### config.mk
export PLATFORM = sky130hd
export DESIGN_NAME = rsfix_out_stage
export DESIGN_NICKNAME = d
export VERILOG_FILES = /design/src/rtl/rsfix_pkg.sv /design/src/rtl/rsfix_correct.sv /design/src/rtl/rsfix_tally.sv /design/src/rtl/rsfix_skid.sv /design/src/rtl/rsfix_out_stage.sv
export SDC_FILE = /design/constraint.sdc
export NUM_CORES = 1
export LEC_CHECK = 0
export BUFFER_PORTS_ARGS = -buffer_cell sky130_fd_sc_hd__buf_2
export CAP_MARGIN = 5
export CORE_UTILIZATION = 40
export CTS_BUF_LIST = sky130_fd_sc_hd__clkbuf_8
export CTS_CLUSTER_DIAMETER = 80
export DETAILED_ROUTE_END_ITERATION = 8
export PLACE_DENSITY_LB_ADDON = 0.12
export SLEW_MARGIN = 20
export SYNTH_ARGS = -nofsm -noshare
export SYNTH_HDL_FRONTEND = slang
export SYNTH_SLANG_ARGS = --single-unit
### constraint.sdc
create_clock -name clk -period 5.65 [get_ports clk]
set_input_delay 0 -clock clk [delete_from_list [all_inputs] [get_ports clk]]
set_output_delay 0 -clock clk [all_outputs]
set_load 0.05 [all_outputs]
### src/rtl/rsfix_pkg.sv
package rsfix_pkg;
  // Counting style for repaired bits
  typedef enum logic {
    CNT_FULL  = 1'b0,
    CNT_SPLIT = 1'b1
  } cnt_mode_e;
endpackage

### src/rtl/rsfix_correct.sv
module rsfix_correct
  import rsfix_pkg::*;
#(
  parameter int        SYM_W = 8,
  parameter cnt_mode_e MODE  = CNT_FULL,
  localparam int       WW    = $clog2(SYM_W + 1)
) (
  input  logic [SYM_W-1:0] rx_sym,
  input  logic [SYM_W-1:0] err_pat,
  input  logic             dec_fail,
  output logic [SYM_W-1:0] fix_sym,
  output logic [SYM_W-1:0] used_pat,
  output logic [WW-1:0]    wgt_a,
  output logic [WW-1:0]    wgt_b
);

  // A failed decode gives no trustworthy pattern: pass through untouched
  always_comb begin
    used_pat = dec_fail ? '0 : err_pat;
    fix_sym  = rx_sym ^ used_pat;
  end

  generate
    if (MODE == CNT_SPLIT) begin : g_split
      always_comb begin
        wgt_a = WW'($countones(used_pat & rx_sym));
        wgt_b = WW'($countones(used_pat & ~rx_sym));
      end
    end else begin : g_full
      always_comb begin
        wgt_a = WW'($countones(used_pat));
        wgt_b = '0;
      end
    end
  endgenerate

endmodule

### src/rtl/rsfix_tally.sv
module rsfix_tally #(
  parameter int  SYM_W = 8,
  parameter int  CNT_W = 11,
  localparam int WW    = $clog2(SYM_W + 1)
) (
  input  logic             clk,
  input  logic             rst_n,
  input  logic             beat_vld,
  input  logic             beat_sop,
  input  logic [WW-1:0]    wgt_a,
  input  logic [WW-1:0]    wgt_b,
  output logic [CNT_W-1:0] sum_a,
  output logic [CNT_W-1:0] sum_b
);

  logic [CNT_W-1:0] acc_a_q, acc_b_q;
  logic [CNT_W-1:0] acc_a_d, acc_b_d;
  logic [CNT_W:0]   wide_a, wide_b;

  // Running sum including the current beat; first beat drops history
  always_comb begin
    wide_a  = {1'b0, (beat_sop ? '0 : acc_a_q)} + (CNT_W + 1)'(wgt_a);
    wide_b  = {1'b0, (beat_sop ? '0 : acc_b_q)} + (CNT_W + 1)'(wgt_b);
    sum_a   = wide_a[CNT_W-1:0];
    sum_b   = wide_b[CNT_W-1:0];
    acc_a_d = beat_vld ? sum_a : acc_a_q;
    acc_b_d = beat_vld ? sum_b : acc_b_q;
  end

  always_ff @(posedge clk or negedge rst_n) begin
    if (!rst_n) begin
      acc_a_q <= '0;
      acc_b_q <= '0;
    end else begin
      acc_a_q <= acc_a_d;
      acc_b_q <= acc_b_d;
    end
  end

  // count width must hold a full codeword without wrapping
  a_r5_no_wrap: assert property (@(posedge clk) disable iff (!rst_n)
    beat_vld |-> (!wide_a[CNT_W] && !wide_b[CNT_W]));

endmodule

### src/rtl/rsfix_skid.sv
module rsfix_skid #(
  parameter int  W     = 32,
  parameter int  DEPTH = 2,
  localparam int PW    = (DEPTH > 1) ? $clog2(DEPTH) : 1,
  localparam int CW    = $clog2(DEPTH + 1)
) (
  input  logic         clk,
  input  logic         rst_n,
  input  logic         push,
  input  logic [W-1:0] push_data,
  output logic         in_ready,
  input  logic         out_ready,
  output logic         out_valid,
  output logic [W-1:0] out_data
);

  logic [W-1:0]  mem [DEPTH];
  logic [PW-1:0] wp_q, wp_d, rp_q, rp_d;
  logic [CW-1:0] cnt_q, cnt_d;
  logic          ordy_q;
  logic          pop;

  function automatic logic [PW-1:0] bump(input logic [PW-1:0] p);
    return (p == PW'(DEPTH - 1)) ? '0 : p + 1'b1;
  endfunction

  always_comb begin
    // Latency one: a beat may leave only if the sink was ready last cycle
    pop      = (cnt_q != '0) && ordy_q;
    cnt_d    = cnt_q + CW'(push) - CW'(pop);
    wp_d     = push ? bump(wp_q) : wp_q;
    rp_d     = pop  ? bump(rp_q) : rp_q;
    // Room must remain for a beat arriving next cycle
    in_ready = (cnt_d < CW'(DEPTH));
    out_valid = pop;
    out_data  = mem[rp_q];
  end

  always_ff @(posedge clk) begin
    if (push) mem[wp_q] <= push_data;
  end

  always_ff @(posedge clk or negedge rst_n) begin
    if (!rst_n) begin
      wp_q   <= '0;
      rp_q   <= '0;
      cnt_q  <= '0;
      ordy_q <= 1'b0;
    end else begin
      wp_q   <= wp_d;
      rp_q   <= rp_d;
      cnt_q  <= cnt_d;
      ordy_q <= out_ready;
    end
  end

  // an arriving beat always finds a free slot
  a_r9_no_overflow: assert property (@(posedge clk) disable iff (!rst_n)
    push |-> (cnt_q < CW'(DEPTH)));

  // nothing is offered in the cycle after the sink withdrew ready
  a_r8_src_latency: assert property (@(posedge clk) disable iff (!rst_n)
    !out_ready |=> !out_valid);

endmodule

### src/rtl/rsfix_out_stage.sv
module rsfix_out_stage
  import rsfix_pkg::*;
#(
  parameter int        SYM_W        = 8,
  parameter int        MAX_FIX_BITS = 2040,
  parameter int        DEPTH        = 2,
  parameter cnt_mode_e MODE         = CNT_FULL,
  localparam int       CNT_W        = $clog2(MAX_FIX_BITS + 1)
) (
  input  logic             clk,
  input  logic             rst_n,
  input  logic             in_valid,
  output logic             in_ready,
  input  logic             in_sop,
  input  logic             in_eop,
  input  logic             in_fail,
  input  logic [SYM_W-1:0] in_data,
  input  logic [SYM_W-1:0] in_pattern,
  output logic             out_valid,
  input  logic             out_ready,
  output logic             out_sop,
  output logic             out_eop,
  output logic [SYM_W-1:0] out_data,
  output logic [SYM_W-1:0] out_pattern,
  output logic             cnt_valid,
  output logic [CNT_W-1:0] cnt_total,
  output logic [CNT_W-1:0] cnt_ones,
  output logic [CNT_W-1:0] cnt_zeros
);

  localparam int WW = $clog2(SYM_W + 1);
  localparam int EW = 2 + 2 * SYM_W + 2 * CNT_W;

  logic [SYM_W-1:0] fix_sym, used_pat;
  logic [WW-1:0]    wgt_a, wgt_b;
  logic [CNT_W-1:0] sum_a, sum_b;
  logic [EW-1:0]    push_vec, pop_vec;
  logic [CNT_W-1:0] o_a, o_b;

  rsfix_correct #(.SYM_W(SYM_W), .MODE(MODE)) u_corr (
    .rx_sym   (in_data),
    .err_pat  (in_pattern),
    .dec_fail (in_fail),
    .fix_sym  (fix_sym),
    .used_pat (used_pat),
    .wgt_a    (wgt_a),
    .wgt_b    (wgt_b)
  );

  rsfix_tally #(.SYM_W(SYM_W), .CNT_W(CNT_W)) u_tally (
    .clk      (clk),
    .rst_n    (rst_n),
    .beat_vld (in_valid),
    .beat_sop (in_sop),
    .wgt_a    (wgt_a),
    .wgt_b    (wgt_b),
    .sum_a    (sum_a),
    .sum_b    (sum_b)
  );

  // Symbol, pattern and counts travel in one entry, so they stay aligned
  assign push_vec = {in_sop, in_eop, fix_sym, used_pat, sum_a, sum_b};

  rsfix_skid #(.W(EW), .DEPTH(DEPTH)) u_skid (
    .clk       (clk),
    .rst_n     (rst_n),
    .push      (in_valid),
    .push_data (push_vec),
    .in_ready  (in_ready),
    .out_ready (out_ready),
    .out_valid (out_valid),
    .out_data  (pop_vec)
  );

  assign {out_sop, out_eop, out_data, out_pattern, o_a, o_b} = pop_vec;
  assign cnt_valid = out_valid & out_eop;

  generate
    if (MODE == CNT_SPLIT) begin : g_out_split
      assign cnt_total = '0;
      assign cnt_ones  = cnt_valid ? o_a : '0;
      assign cnt_zeros = cnt_valid ? o_b : '0;
    end else begin : g_out_full
      assign cnt_total = cnt_valid ? o_a : '0;
      assign cnt_ones  = '0;
      // second tally is held at zero in this style
      assign cnt_zeros = cnt_valid ? o_b : '0;
    end
  endgenerate

  // a failed beat leaves the correction logic untouched
  a_r3_fail_pass: assert property (@(posedge clk) disable iff (!rst_n)
    (in_valid && in_fail) |-> (fix_sym == in_data && used_pat == '0));

  // a failed beat feeds no weight into the tally
  a_r4_fail_nocount: assert property (@(posedge clk) disable iff (!rst_n)
    (in_valid && in_fail) |-> (wgt_a == '0 && wgt_b == '0));

endmodule

==> results by stage, run 1 <==
Run status:
- The run finished with clean final reports.

Critical path:
- The critical path runs through a total of 15 cells.
- In this run the worst setup path terminates at u_skid.mem[1][18].
- The top fanout value on the critical path is 7.
- The critical path start-end classification is in -> reg.
- The worst setup path startpoint is in_pattern[4].
- The cell family contributing the most delay on the critical path is adder cells.
- For this design, the slowest cell found on the critical path is sky130_fd_sc_hd__dlygate4sd3_1.
- Setup slack on the worst reg-to-reg path comes out at 3.44 ns.
- The worst reg2reg path depth is 8.
- Data on the critical path is required at its endpoint by 5.86 ns.
- STA classifies the critical path endpoint as a register.
- Together, buffers and inverters on the worst path number 4.
- STA classifies the critical path startpoint as an input port.
- The data arrival time at the worst-slack endpoint is 4.05 ns.
- The endpoint of the lowest-slack register-to-register path is u_skid.mem[1][19].
- The biggest cell delay along the critical path is 0.52 ns.
- The critical path goes through dlygate4sd3_1 > buf_2 > nor2b_1 > ha_1 > inv_1 > fa_1 > fa_1 > inv_1 > ha_1 > fa_1 > ha_1 > a211oi_2 > a21oi_2 > a31o_2 > a21oi_1.
- In this run the critical register-to-register path is launched from u_tally.acc_a_q[0].

Placement:
- The final RePlAce weighted congestion is 0.793.
- The instance area at placement is 5330 um2.
- Buffers placed on the I/O ports in this run total 65.
- Once detailed placement completed, the half-perimeter wirelength came to 5470 um.
- After detailed placement, the design holds a cell count of 551.
- OpenSTA, run right after detailed placement, puts the worst setup slack at 1.76 ns.

Synthesis:
- The synthesized design contains 107 register bits.
- The Yosys step of the flow raised 0 warnings.
- Dividing the synthesized area by the synthesized cell count gives 14.0 um2.
- By area the synthesized netlist is led by sky130_fd_sc_hd__edfxtp_1, sky130_fd_sc_hd__dfrtp_1, sky130_fd_sc_hd__mux2i_1, sky130_fd_sc_hd__mux2_2, sky130_fd_sc_hd__ha_1.
- For this run, the register share of the synthesized area comes to 0.627.
- The cell area after technology mapping is 4910 um2.
- The main flop type after synthesis is sky130_fd_sc_hd__edfxtp_1.
- After synthesis, the share of flip-flops with an asynchronous set or reset is 0.252.
- In this run, distinct cell masters in the synthesized netlist total 45.
- The biggest area consumer among synthesized cells is sky130_fd_sc_hd__edfxtp_1.
- The cell count after synthesis came out at 351.
- Of the post-synthesis cell area, the dominant cell type holds 0.489.
- The number of enable-type register cells in the synthesized netlist is 80.

STA:
- At the pin with the least slew margin, the transition time is 0.874 ns.
- The final count of hold timing violations is 0.
- The setup violation total in the final timing report is 0.
- The post-layout minimum cycle time is 3.84 ns.
- The share of the clock period used by the worst path after layout is 0.680.
- On the final layout, the worst clock skew is 0.00726 ns.
- The sum of negative setup slack is 0 ns.
- Once routing completed, OpenROAD measured the worst setup slack at 1.81 ns.
- The final number of max-transition violations is 0.
- The worst slew margin relative to its limit is 0.416.
- For this run, the top clock speed supported by timing is 0.260 GHz.
- Setup repair after global routing left no endpoint under its margin.

Job:
- The count of maximum capacitance violations is 0.

Power:
- The combinational share of power is 0.392.
- The total leakage power is 0.00244 uW.
- The worst voltage drop across the vdd grid is 0.194 mV.
- The cell-internal power is 1580 uW.
- Summed over all nets, the switching power comes to 1040 uW.
- Of the total power, the clock network draws 0.194.
- The switching fraction of total power is 0.398.
- The part of the power in registers is 0.414.
- The power density relative to cell area is 461 nW/um2.
- The total chip power is 2620 uW.

Die:
- The standard-cell row count is 40.
- Measured along the x axis, the die boundary spans 113 um.
- The initial core utilization is 0.409.
- The area of the core region is 12000 um2.
- The die covers 12700 um2.
- The die height is 113 um.
- During I/O placement, the number of pins put on the boundary was 77.

Finish:
- The fraction of layout cells with a size suffix above 1 is 0.275.
- The area overhead of the layout relative to synthesis is 15.5%.
- The number of diodes is 0.
- After the last flow step, the layout net total stands at 468.
- The top cell types in the final layout, fill and taps aside, are sky130_fd_sc_hd__edfxtp_1, sky130_fd_sc_hd__buf_2, sky130_fd_sc_hd__nor2_1.
- The final cell count without fillers is 579.
- The leading cell type in the layout, fill and taps excluded is sky130_fd_sc_hd__edfxtp_1.
- The final design instance area without fill is 5670 um2.

Drt:
- The routed via count is 2756.
- The wire length per cell after detailed routing is 15.1 um.
- The pre-antenna-repair detailed-routing pass consisted of 4 iterations.
- Using the TritonRoute via totals, the vias-per-cell ratio works out to 4.76.
- The violation count after the first detailed-route iteration is 172.
- In this run the remaining antenna-violating nets after routing total 0.
- The routed design has 8760 um of wire.
- In the routed design, unresolved DRC markers number 0.

Global routing:
- The final global-route overflow total is 0.
- The number of antenna violations at the first check in global routing is 0.
- Entering global routing, the biggest net connects 41 pins.
- The first global-routing pass estimated 14300 um of wire.
- The via count of the first global-routing pass was 2789.
- For this run, the total global-route usage over all layers was measured as 0.150.

Min path:
- The kind of path behind the tightest hold check is in -> reg.

Clock network:
- In this run the clock root is driven by a sky130_fd_sc_hd__clkbuf_8.
- The number of clock sinks seen by CTS is 107.
- The clock buffer count from CTS is 9.
- For the worst-skew pair, the clock arrives at the later sink with an insertion delay of 0.37 ns.
- TritonCTS built the clock tree.
- The number of gates resized after cts is 0.
- The clock-pin slew on the worst setup and hold paths is 0.10 ns.
- In this run the deepest clock path goes through 2 buffers.
- The H-tree level count is 3.
-- power groups by stage --
stage | clock (uW) | combinational, uW | sequential [uW]
global route | 548 | 1110 | 1100
global placement | 0 | 1030 | 1100
finish | 507 | 1030 | 1080
floorplan | 0 | 826 | 1090
detailed placement | 0 | 1040 | 1100
CTS | 521 | 1050 | 1090
-- what timing repair did --
item | 4_1_cts | 5_1_grt
endpoints found under the hold margin | 48 | 0
endpoints found under the setup margin | 0 | 0
hold buffers | 12 | 0
buffers inserted | 0 | 0
-- cells in the mapped netlist (2+ instances only) --
library cell,number
sky130_fd_sc_hd__mux2_2,21
sky130_fd_sc_hd__a21oi_2,2
sky130_fd_sc_hd__nand3_1,5
sky130_fd_sc_hd__xnor2_1,8
sky130_fd_sc_hd__nor2b_1,24
sky130_fd_sc_hd__a21oi_1,6
sky130_fd_sc_hd__inv_1,20
sky130_fd_sc_hd__mux2i_1,26
sky130_fd_sc_hd__nor2_1,30
sky130_fd_sc_hd__dfrtp_1,27
sky130_fd_sc_hd__edfxtp_1,80
sky130_fd_sc_hd__and2_1,12
sky130_fd_sc_hd__clkbuf_1,3
sky130_fd_sc_hd__nand4_1,2
sky130_fd_sc_hd__buf_4,11
sky130_fd_sc_hd__buf_2,8
sky130_fd_sc_hd__ha_1,13
sky130_fd_sc_hd__o2bb2ai_1,2
sky130_fd_sc_hd__fa_1,5
sky130_fd_sc_hd__nand2_1,11
sky130_fd_sc_hd__xor2_1,11
-- how the worst min path moves through the flow --
stage	from	to	slack (ns)	cells past startpoint
6_report	in_valid	u_tally.acc_a_q[1]	0.05	3
2_1_floorplan	rst_n	u_skid.cnt_q[0]	-0.30	0
5_1_grt	in_valid	u_tally.acc_a_q[7]	0.04	2
3_3_place_gp	rst_n	u_skid.cnt_q[1]	0.07	1
4_1_cts	in_valid	u_tally.acc_a_q[1]	0.03	3
3_5_place_dp	rst_n	u_skid.cnt_q[1]	0.07	1
-- registers in the layout, summed over array words and instances (netlist names) --
register	cells
u_skid.cnt_q	2
u_skid.mem	80
u_skid.ordy_q	1
u_skid.rp_q	1
u_skid.wp_q	1
u_tally.acc_a_q	11
u_tally.acc_b_q	11
-- logic make-up after synthesis --
family	synth area share
compound gates	0.0339
xor+xnor	0.0339
fa+ha+maj	0.0535
buf+inv	0.0474
flops	0.627
mux	0.101
other cells	0.000764
simple gates	0.102
-- through the flow --
stage               utilization  hold WS (ns)
detailed placement        0.444        0.0667
finish                    0.472        0.0471
global route              0.472        0.0396
CTS                       0.472        0.0281
global placement          0.444        0.0717
floorplan                     -        -0.296
-- worst min-delay path, cell delays in order --
cell	delay, ns
sky130_fd_sc_hd__buf_2	0.22
sky130_fd_sc_hd__nor2_1	0.12
sky130_fd_sc_hd__a21oi_1	0.04
-- area by class of cell --
type	instances	area [um2]
multi-input combinational	208	1650
fill	1088	6340
inverter	22	82.6
clock buffer	12	165
clock inverter	4	55.1
timing repair buffer	79	460
tap	147	184
sequential	107	3080
-- per-layer routing --
metal	track usage	wire (um)
met5	0	0
met4	0.0676	160
met3	0.0359	355
met2	0.238	4090
met1	0.196	4160
Note: power is estimated with default switching activity, not from simulation.
==> inputs of run 2 (changes only) <==
==> constraint.sdc (replaced) <==
create_clock -name clk -period 3.8 [get_ports clk]
set_input_delay 0 -clock clk [delete_from_list [all_inputs] [get_ports clk]]
set_output_delay 0 -clock clk [all_outputs]
set_load 0.05 [all_outputs]
==> run 2 against run 1 <==
Effect of this change: critical path type unchanged; non-clock buffer count increased by 6; via count increased by 0.94%; wire length decreased by 0.59%.
==> results by stage, run 2 (synthesized netlist as in run 1, its figures left out) <==
Run status:
- Result of the run: complete, no violations (unchanged).

Clock network:
- The root buffer cell is sky130_fd_sc_hd__clkbuf_8 (unchanged).
- The clock-pin slew on the worst setup and hold paths is 0.10 ns (about the same).
- The number of clock sinks seen by CTS is 107 (unchanged).
- The number of gates resized after cts came to 0 (unchanged).
- The clock buffer count from CTS is 9 (unchanged).
- The clock latency at the later pin of the worst-skew pair is 0.38 ns (was 0.37 ns).
- The number of setup buffers added after CTS is 0 (unchanged).
- The H-tree level count came to 3 (unchanged).
- The count of hold-fix buffers inserted at cts is 12 (unchanged).
- The TritonCTS clock tree is built (unchanged).
- The buffer depth of the longest clock path is 2 (unchanged).

Die:
- The area of the core region was 12000 um2 (unchanged).
- The die height is 113 um (unchanged).
- The x dimension of the die is 113 um (unchanged).
- The I/O pin count is 77 (unchanged).
- The initial core utilization is 0.409 (unchanged).
- The standard-cell row count is 40 (unchanged).
- The die area is 12700 um2 (unchanged).

Critical path:
- The category of cells accounting for the largest share of critical-path delay is adder cells (unchanged).
- The data arrival time at the worst-slack endpoint was 3.53 ns (was 4.05 ns).
- The worst setup slack for register-to-register paths is 1.62 ns (was 3.44 ns).
- The cell at the slowest stage of the critical path was sky130_fd_sc_hd__fa_1 (was sky130_fd_sc_hd__dlygate4sd3_1).
- The total buffers and inverters traversed by the critical path was 3 (was 4).
- The endpoint of the lowest-slack register-to-register path is u_skid.mem[0][19] (was u_skid.mem[1][19]).
- The endpoint kind of the worst setup timing path is a register (unchanged).
- The start of the worst register-to-register path is u_tally.acc_a_q[0] (unchanged).
- The top fanout value on the critical path was 9 (was 7).
- The critical path required time is 4.02 ns (was 5.86 ns).
- The biggest cell delay along the critical path is 0.51 ns (was 0.52 ns).
- Critical path, cell by cell: buf_2 > nor2b_1 > ha_1 > inv_1 > fa_1 > fa_1 > inv_1 > ha_1 > fa_1 > ha_1 > a211oi_2 > a21oi_2 > a31o_2 > a21oi_1 (was dlygate4sd3_1 > buf_2 > nor2b_1 > ha_1 > inv_1 > fa_1 > fa_1 > inv_1 > ha_1 > fa_1 > ha_1 > a211oi_2 > a21oi_2 > a31o_2 > a21oi_1).
- The count of cell instances traversed by the critical path came to 14 (was 15).
- The end point of the critical path is u_skid.mem[1][18] (unchanged).
- The critical path start-end classification is in -> reg (unchanged).
- The worst setup path startpoint is in_fail (was in_pattern[4]).
- The critical path startpoint category is an input port (unchanged).
- The worst reg2reg path depth is 8 (unchanged).

Drt:
- The wire length per cell after detailed routing is 14.9 um (was 15.1 um).
- The violation count after the first detailed-route iteration is 127 (was 172).
- The total wirelength of the detailed-routed design is 8710 um (was 8760 um).
- The number of nets with antenna violations after routing came to 0 (unchanged).
- The DRC violation count after routing is 0 (unchanged).
- The routed via count came to 2782 (was 2756).
- The number of vias per cell is 4.76 (about the same).
- The number of detailed-routing iterations run before antenna repair is 4 (unchanged).

Finish:
- Largest registers ranked by flip-flop count: u_skid.mem: 80 flops, u_tally.acc_a_q: 11 flops, u_tally.acc_b_q: 11 flops (unchanged).
- The final cell count without fillers came to 585 (was 579).
- The area overhead of the layout relative to synthesis was 15.9% (was 15.5%).
- The number of flip-flops in the largest register came to 80 (unchanged).
- The final net count is 474 (was 468).
- The fraction of layout cells with a size suffix above 1 is 0.281 (was 0.275).
- The leading cell type in the layout, fill and taps excluded is sky130_fd_sc_hd__edfxtp_1 (unchanged).
- The register name with the most flops is u_skid.mem (unchanged).
- The number of diodes is 0 (unchanged).
- Highest-count cells in the layout ignoring fill and taps: sky130_fd_sc_hd__edfxtp_1, sky130_fd_sc_hd__buf_2, sky130_fd_sc_hd__nor2_1 (unchanged).
- The utilization of the core after routing is 0.474 (was 0.472).

Power:
- The switching power summed over all nets is 1530 uW (was 1040 uW).
- The power density relative to cell area came to 667 nW/um2 (was 461 nW/um2).
- The worst voltage drop across the vdd grid is 0.252 mV (was 0.194 mV).
- The combinational share of power was 0.408 (was 0.392).
- The total leakage power came to 0.00246 uW (was 0.00244 uW).
- The clock network power share is 0.169 (was 0.194).
- The cell-internal power is 2260 uW (was 1580 uW).
- The part of the power in registers is 0.423 (was 0.414).
- The switching fraction of total power was 0.404 (was 0.398).

Global routing:
- The pin count of the biggest net entering global routing is 41 (unchanged).
- The global router's overall resource usage is 0.150 (about the same).
- The via count of the first global-routing pass is 2852 (was 2789).
- The final global-route overflow total is 0 (unchanged).
- The global-route wire length before repair is 14200 um (was 14300 um).
- The number of antenna violations at the first check in global routing is 0 (unchanged).

STA:
- The setup violation total in the final timing report is 0 (unchanged).
- The final number of max-transition violations is 0 (unchanged).
- The sum of negative setup slack is 0 ns (unchanged).
- The maximum clock frequency is 0.303 GHz.
- The final count of hold timing violations is 0 (unchanged).
- The slew of the pin with the lowest slew margin is 0.915 ns (was 0.874 ns).
- In the finished design, the share of the clock period the worst path needs comes to 0.869.
- The worst clock skew is 0.0144 ns (was 0.00726 ns).
- The worst slew margin relative to its limit is 0.388 (was 0.416).
- The worst setup margin was 0.498 ns (was 1.81 ns).
- Setup repair after global routing missed its margin: false (unchanged).
- The post-layout minimum cycle time is 3.30 ns.

Placement:
- The final RePlAce weighted congestion is 0.744 (was 0.793).
- The detailed-placement wirelength estimate is 5600 um (was 5470 um).
- The total of buffers placed on input and output ports is 65 (unchanged).
- The cell count after placement is 556 (was 551).
- The worst slack after detailed placement is 0.0739 ns (was 1.76 ns).

Job:
- The count of maximum capacitance violations is 0 (unchanged).

Min path:
- The kind of path behind the tightest hold check is in -> reg (unchanged).
run 2: final cells by class:
cell class | instances | area [um2]
Clock buffer | 11 | 151
Sequential cell | 107 | 3080
Fill cell | 1106 | 6320
Inverter | 22 | 82.6
Clock inverter | 5 | 27.5
Tap cell | 147 | 184
Timing Repair Buffer | 85 | 518
Multi-Input combinational cell | 208 | 1650
run 2: power by group through the flow:
stage	clock [uW]	combinational, uW	sequential [uW]
CTS	663	1560	1610
detailed placement	0	1550	1640
global route	702	1660	1630
global placement	0	1550	1630
floorplan	0	1230	1620
finish	640	1550	1610
run 2: metrics by stage:
stage          instance area [um2]  hold slack, ns  total power, uW
2_1_floorplan                 4950          -0.296             2850
3_3_place_gp                  5370          0.0659             3170
3_5_place_dp                  5370          0.0647             3180
4_1_cts                       5670          0.0144             3840
5_1_grt                       5690          0.0335             4000
6_report                      5690          0.0248             3790
run 2: routing by layer:
layer	global-route usage	wire length [um]
met5	0	0
met4	0.0827	198
met3	0.0316	310
met2	0.237	4030
met1	0.194	4180
run 2: worst min path at each step:
stage                        start            endpoint  cells past startpoint
final                     in_valid  u_tally.acc_a_q[7]                      2
after global routing      in_valid  u_tally.acc_a_q[7]                      2
after CTS                 in_valid  u_tally.acc_a_q[7]                      2
after detailed placement     rst_n     u_skid.cnt_q[0]                      1
after global placement       rst_n     u_skid.cnt_q[1]                      1
after floorplan              rst_n     u_skid.cnt_q[0]                      0
==> inputs of run 3 (changes only) <==
--- a/config.mk
+++ b/config.mk
@@ -6,7 +6,6 @@
 export NUM_CORES = 1
 export LEC_CHECK = 0
 export BUFFER_PORTS_ARGS = -buffer_cell sky130_fd_sc_hd__buf_2
-export CAP_MARGIN = 5
 export CORE_UTILIZATION = 40
 export CTS_BUF_LIST = sky130_fd_sc_hd__clkbuf_8
 export CTS_CLUSTER_DIAMETER = 80
==> constraint.sdc (replaced) <==
create_clock -name clk -period 3.8 [get_ports clk]
set_input_delay 0.19 -clock clk [delete_from_list [all_inputs] [get_ports clk]]
set_output_delay 0.19 -clock clk [all_outputs]
set_load 0.05 [all_outputs]
==> run 3 against run 2 <==
Effect of this change: non-clock buffer count fell by 2; die area unchanged; core utilization grew 0.10 points; clock skew is 0.0027 ns lower; worst setup slack lost 0.12 ns; critical path depth is the same; cell area up 0.22%; largest cell class unchanged; highest routed layer unchanged.
==> results by stage, run 3 (synthesized netlist as in run 1, its figures left out) <==
Clock network:
- The clock latency at the later pin of the worst-skew pair is 0.38 ns (about the same).
- The number of setup buffers added after CTS came to 0 (unchanged).
- The TritonCTS clock tree was built (unchanged).
- The clock-pin slew on the worst setup and hold paths is 0.10 ns (about the same).
- The number of clock sinks seen by CTS is 107 (unchanged).
- The H-tree level count came to 3 (unchanged).
- The clock buffer count from CTS is 9 (unchanged).
- The buffer depth of the longest clock path is 2 (unchanged).
- The root buffer cell is sky130_fd_sc_hd__clkbuf_8 (unchanged).

Drt:
- The routed via count is 2782 (unchanged).
- The violation count after the first detailed-route iteration is 104 (was 127).
- The number of detailed-routing iterations run before antenna repair came to 5 (was 4).
- The number of nets with antenna violations after routing was 0 (unchanged).
- The number of vias per cell was 4.77 (was 4.76).
- The total wirelength of the detailed-routed design is 8590 um (was 8710 um).
- The wire length per cell after detailed routing came to 14.7 um (was 14.9 um).
- The DRC violation count after routing is 0 (unchanged).

Finish:
- The register name with the most flops was u_skid.mem (unchanged).
- The number of diodes is 0 (unchanged).
- The filler cell count is 1116 (was 1106).
- The register area is 3080 um2 (unchanged).
- The utilization of the core after routing is 0.475 (was 0.474).
- The number of flip-flops in the largest register was 80 (unchanged).
- The final cell count without fillers is 583 (was 585).
- The final net count came to 472 (was 474).
- The final design instance area without fill was 5700 um2 (was 5690 um2).
- Largest registers ranked by flip-flop count: u_skid.mem: 80 flops, u_tally.acc_a_q: 11 flops, u_tally.acc_b_q: 11 flops (unchanged).
- Highest-count cells in the layout ignoring fill and taps: sky130_fd_sc_hd__edfxtp_1, sky130_fd_sc_hd__buf_2, sky130_fd_sc_hd__nor2_1 (unchanged).
- The leading cell type in the layout, fill and taps excluded is sky130_fd_sc_hd__edfxtp_1 (unchanged).
- The fraction of layout cells with a size suffix above 1 is 0.300 (was 0.281).
- The multi-input gate area in the final layout is 1650 um2 (unchanged).
- The area overhead of the layout relative to synthesis was 16.1% (was 15.9%).

Global routing:
- The pin count of the biggest net entering global routing came to 41 (unchanged).
- The global-route wire length before repair was 14100 um (was 14200 um).
- The via count of the first global-routing pass came to 2805 (was 2852).
- The number of antenna violations at the first check in global routing was 0 (unchanged).
- The final global-route overflow total is 0 (unchanged).
- The global router's overall resource usage is 0.148 (was 0.150).

Critical path:
- The critical path startpoint category is an input port (unchanged).
- The critical path required time came to 4.02 ns (about the same).
- The top fanout value on the critical path is 7 (was 9).
- The start of the worst register-to-register path was u_tally.acc_a_q[0] (unchanged).
- The worst setup slack for register-to-register paths is 1.60 ns (was 1.62 ns).
- The worst setup path startpoint is in_fail (unchanged).
- The endpoint kind of the worst setup timing path is a register (unchanged).
- The end point of the critical path is u_skid.mem[1][18] (unchanged).
- The critical path start-end classification is in -> reg (unchanged).
- The worst reg2reg path depth is 8 (unchanged).
- The data arrival time at the worst-slack endpoint is 3.65 ns (was 3.53 ns).
- The endpoint of the lowest-slack register-to-register path is u_skid.mem[1][19] (was u_skid.mem[0][19]).

Power:
- The total leakage power is 0.00248 uW (was 0.00246 uW).
- The worst voltage drop across the vdd grid is 0.287 mV (was 0.252 mV).
- The total chip power came to 3930 uW (was 3790 uW).
- The power density relative to cell area is 689 nW/um2 (was 667 nW/um2).

Placement:
- The cell count after placement is 563 (was 556).
- The final RePlAce weighted congestion is 0.769 (was 0.744).
- The instance area at placement is 5420 um2 (was 5370 um2).
- The detailed-placement wirelength estimate came to 5530 um (was 5600 um).
- The worst slack after detailed placement is -0.0240 ns (was 0.0739 ns).
- The total of buffers placed on input and output ports was 65 (unchanged).

Job:
- The count of maximum capacitance violations is 0 (unchanged).

STA:
- The final count of hold timing violations is 0 (unchanged).
- The maximum clock frequency is 0.292 GHz (was 0.303 GHz).
- Setup repair after global routing missed its margin: false (unchanged).
- The slew of the pin with the lowest slew margin is 0.877 ns (was 0.915 ns).
- The setup violation total in the final timing report was 0 (unchanged).
- The worst clock skew was 0.0117 ns (was 0.0144 ns).
- The post-layout minimum cycle time is 3.42 ns (was 3.30 ns).
- The worst setup margin is 0.377 ns (was 0.498 ns).
- The final number of max-transition violations was 0 (unchanged).
- The worst slew margin relative to its limit is 0.414 (was 0.388).
- The share of the clock period used by the worst path after layout is 0.901 (was 0.869).

Die:
- The initial core utilization is 0.409 (unchanged).
- The x dimension of the die is 113 um (unchanged).
- The die area is 12700 um2 (unchanged).
- The I/O pin count came to 77 (unchanged).
- The die height is 113 um (unchanged).
- The standard-cell row count came to 40 (unchanged).
- The area of the core region was 12000 um2 (unchanged).

Min path:
- The kind of path behind the tightest hold check was in -> reg (unchanged).

Run status:
- Result of the run: complete, no violations (unchanged).
## run 3: cell count changes in the layout (fill, tap and decap cells not counted), sizes merged
cell         before  now
dlygate4sd3      12    3
bufinv            0    2
buf              73   80
inv              23   22
clkinv            4    3
## run 3: per-layer routing
layer	vias up	track usage	routed length [um]	part of all wire
met5	-	0	0	0
met4	0	0.0747	152	0.018
met3	12	0.0343	306	0.036
li1	1354	-	-	-
met2	55	0.230	3930	0.46
met1	1361	0.195	4200	0.49
## run 3: cell type report
class,instances,area share
Clock buffer,11,0.0266
Clock inverter,5,0.0136
Inverter,22,0.0145
Multi-Input combinational cell,208,0.289
Sequential cell,107,0.540
Tap cell,147,0.0323
Timing Repair Buffer,83,0.0843
## run 3: repair_timing
action | 4_1_cts | 5_1_grt
hold buffers | 3 | 0
endpoints found under the hold margin | 30 | 0
resized for setup | 0 | 0
## run 3: worst max-delay path, cell delays in order
cell,delay [ns]
sky130_fd_sc_hd__buf_2,0.14
sky130_fd_sc_hd__nor2b_1,0.18
sky130_fd_sc_hd__ha_1,0.18
sky130_fd_sc_hd__inv_1,0.05
sky130_fd_sc_hd__fa_1,0.51
sky130_fd_sc_hd__fa_1,0.51
sky130_fd_sc_hd__inv_1,0.04
sky130_fd_sc_hd__ha_1,0.20
sky130_fd_sc_hd__fa_1,0.47
sky130_fd_sc_hd__ha_1,0.35
sky130_fd_sc_hd__a211oi_2,0.28
sky130_fd_sc_hd__a21oi_2,0.13
sky130_fd_sc_hd__a31o_2,0.25
sky130_fd_sc_hd__a21oi_1,0.15
## run 3: worst min-delay path by stage
stage / endpoint / slack, ns / cells after the start / startpoint
after floorplan: u_skid.cnt_q[0] / -0.11 / 0 / rst_n
after global placement: u_skid.cnt_q[0] / 0.25 / 1 / rst_n
after detailed placement: u_skid.cnt_q[0] / 0.26 / 1 / rst_n
after CTS: u_skid.mem[0][32] / 0.11 / 2 / in_data[2]
after global routing: u_skid.mem[0][36] / 0.11 / 2 / in_data[6]
final: u_skid.mem[1][35] / 0.13 / 2 / in_data[5]
## run 3: where the power goes
part | internal (uW) | leakage (uW) | switching, uW
Clock | 405 | 0.000121 | 375
Sequential | 1540 | 0.00112 | 63.6
Combinational | 450 | 0.00124 | 1090
## run 3: metrics by stage
stage	setup TNS, ns	hold WS, ns
finish	0	0.131
CTS	0	0.113
detailed placement	-0.0480	0.262
floorplan	0	-0.106
global route	0	0.113
global placement	0	0.252
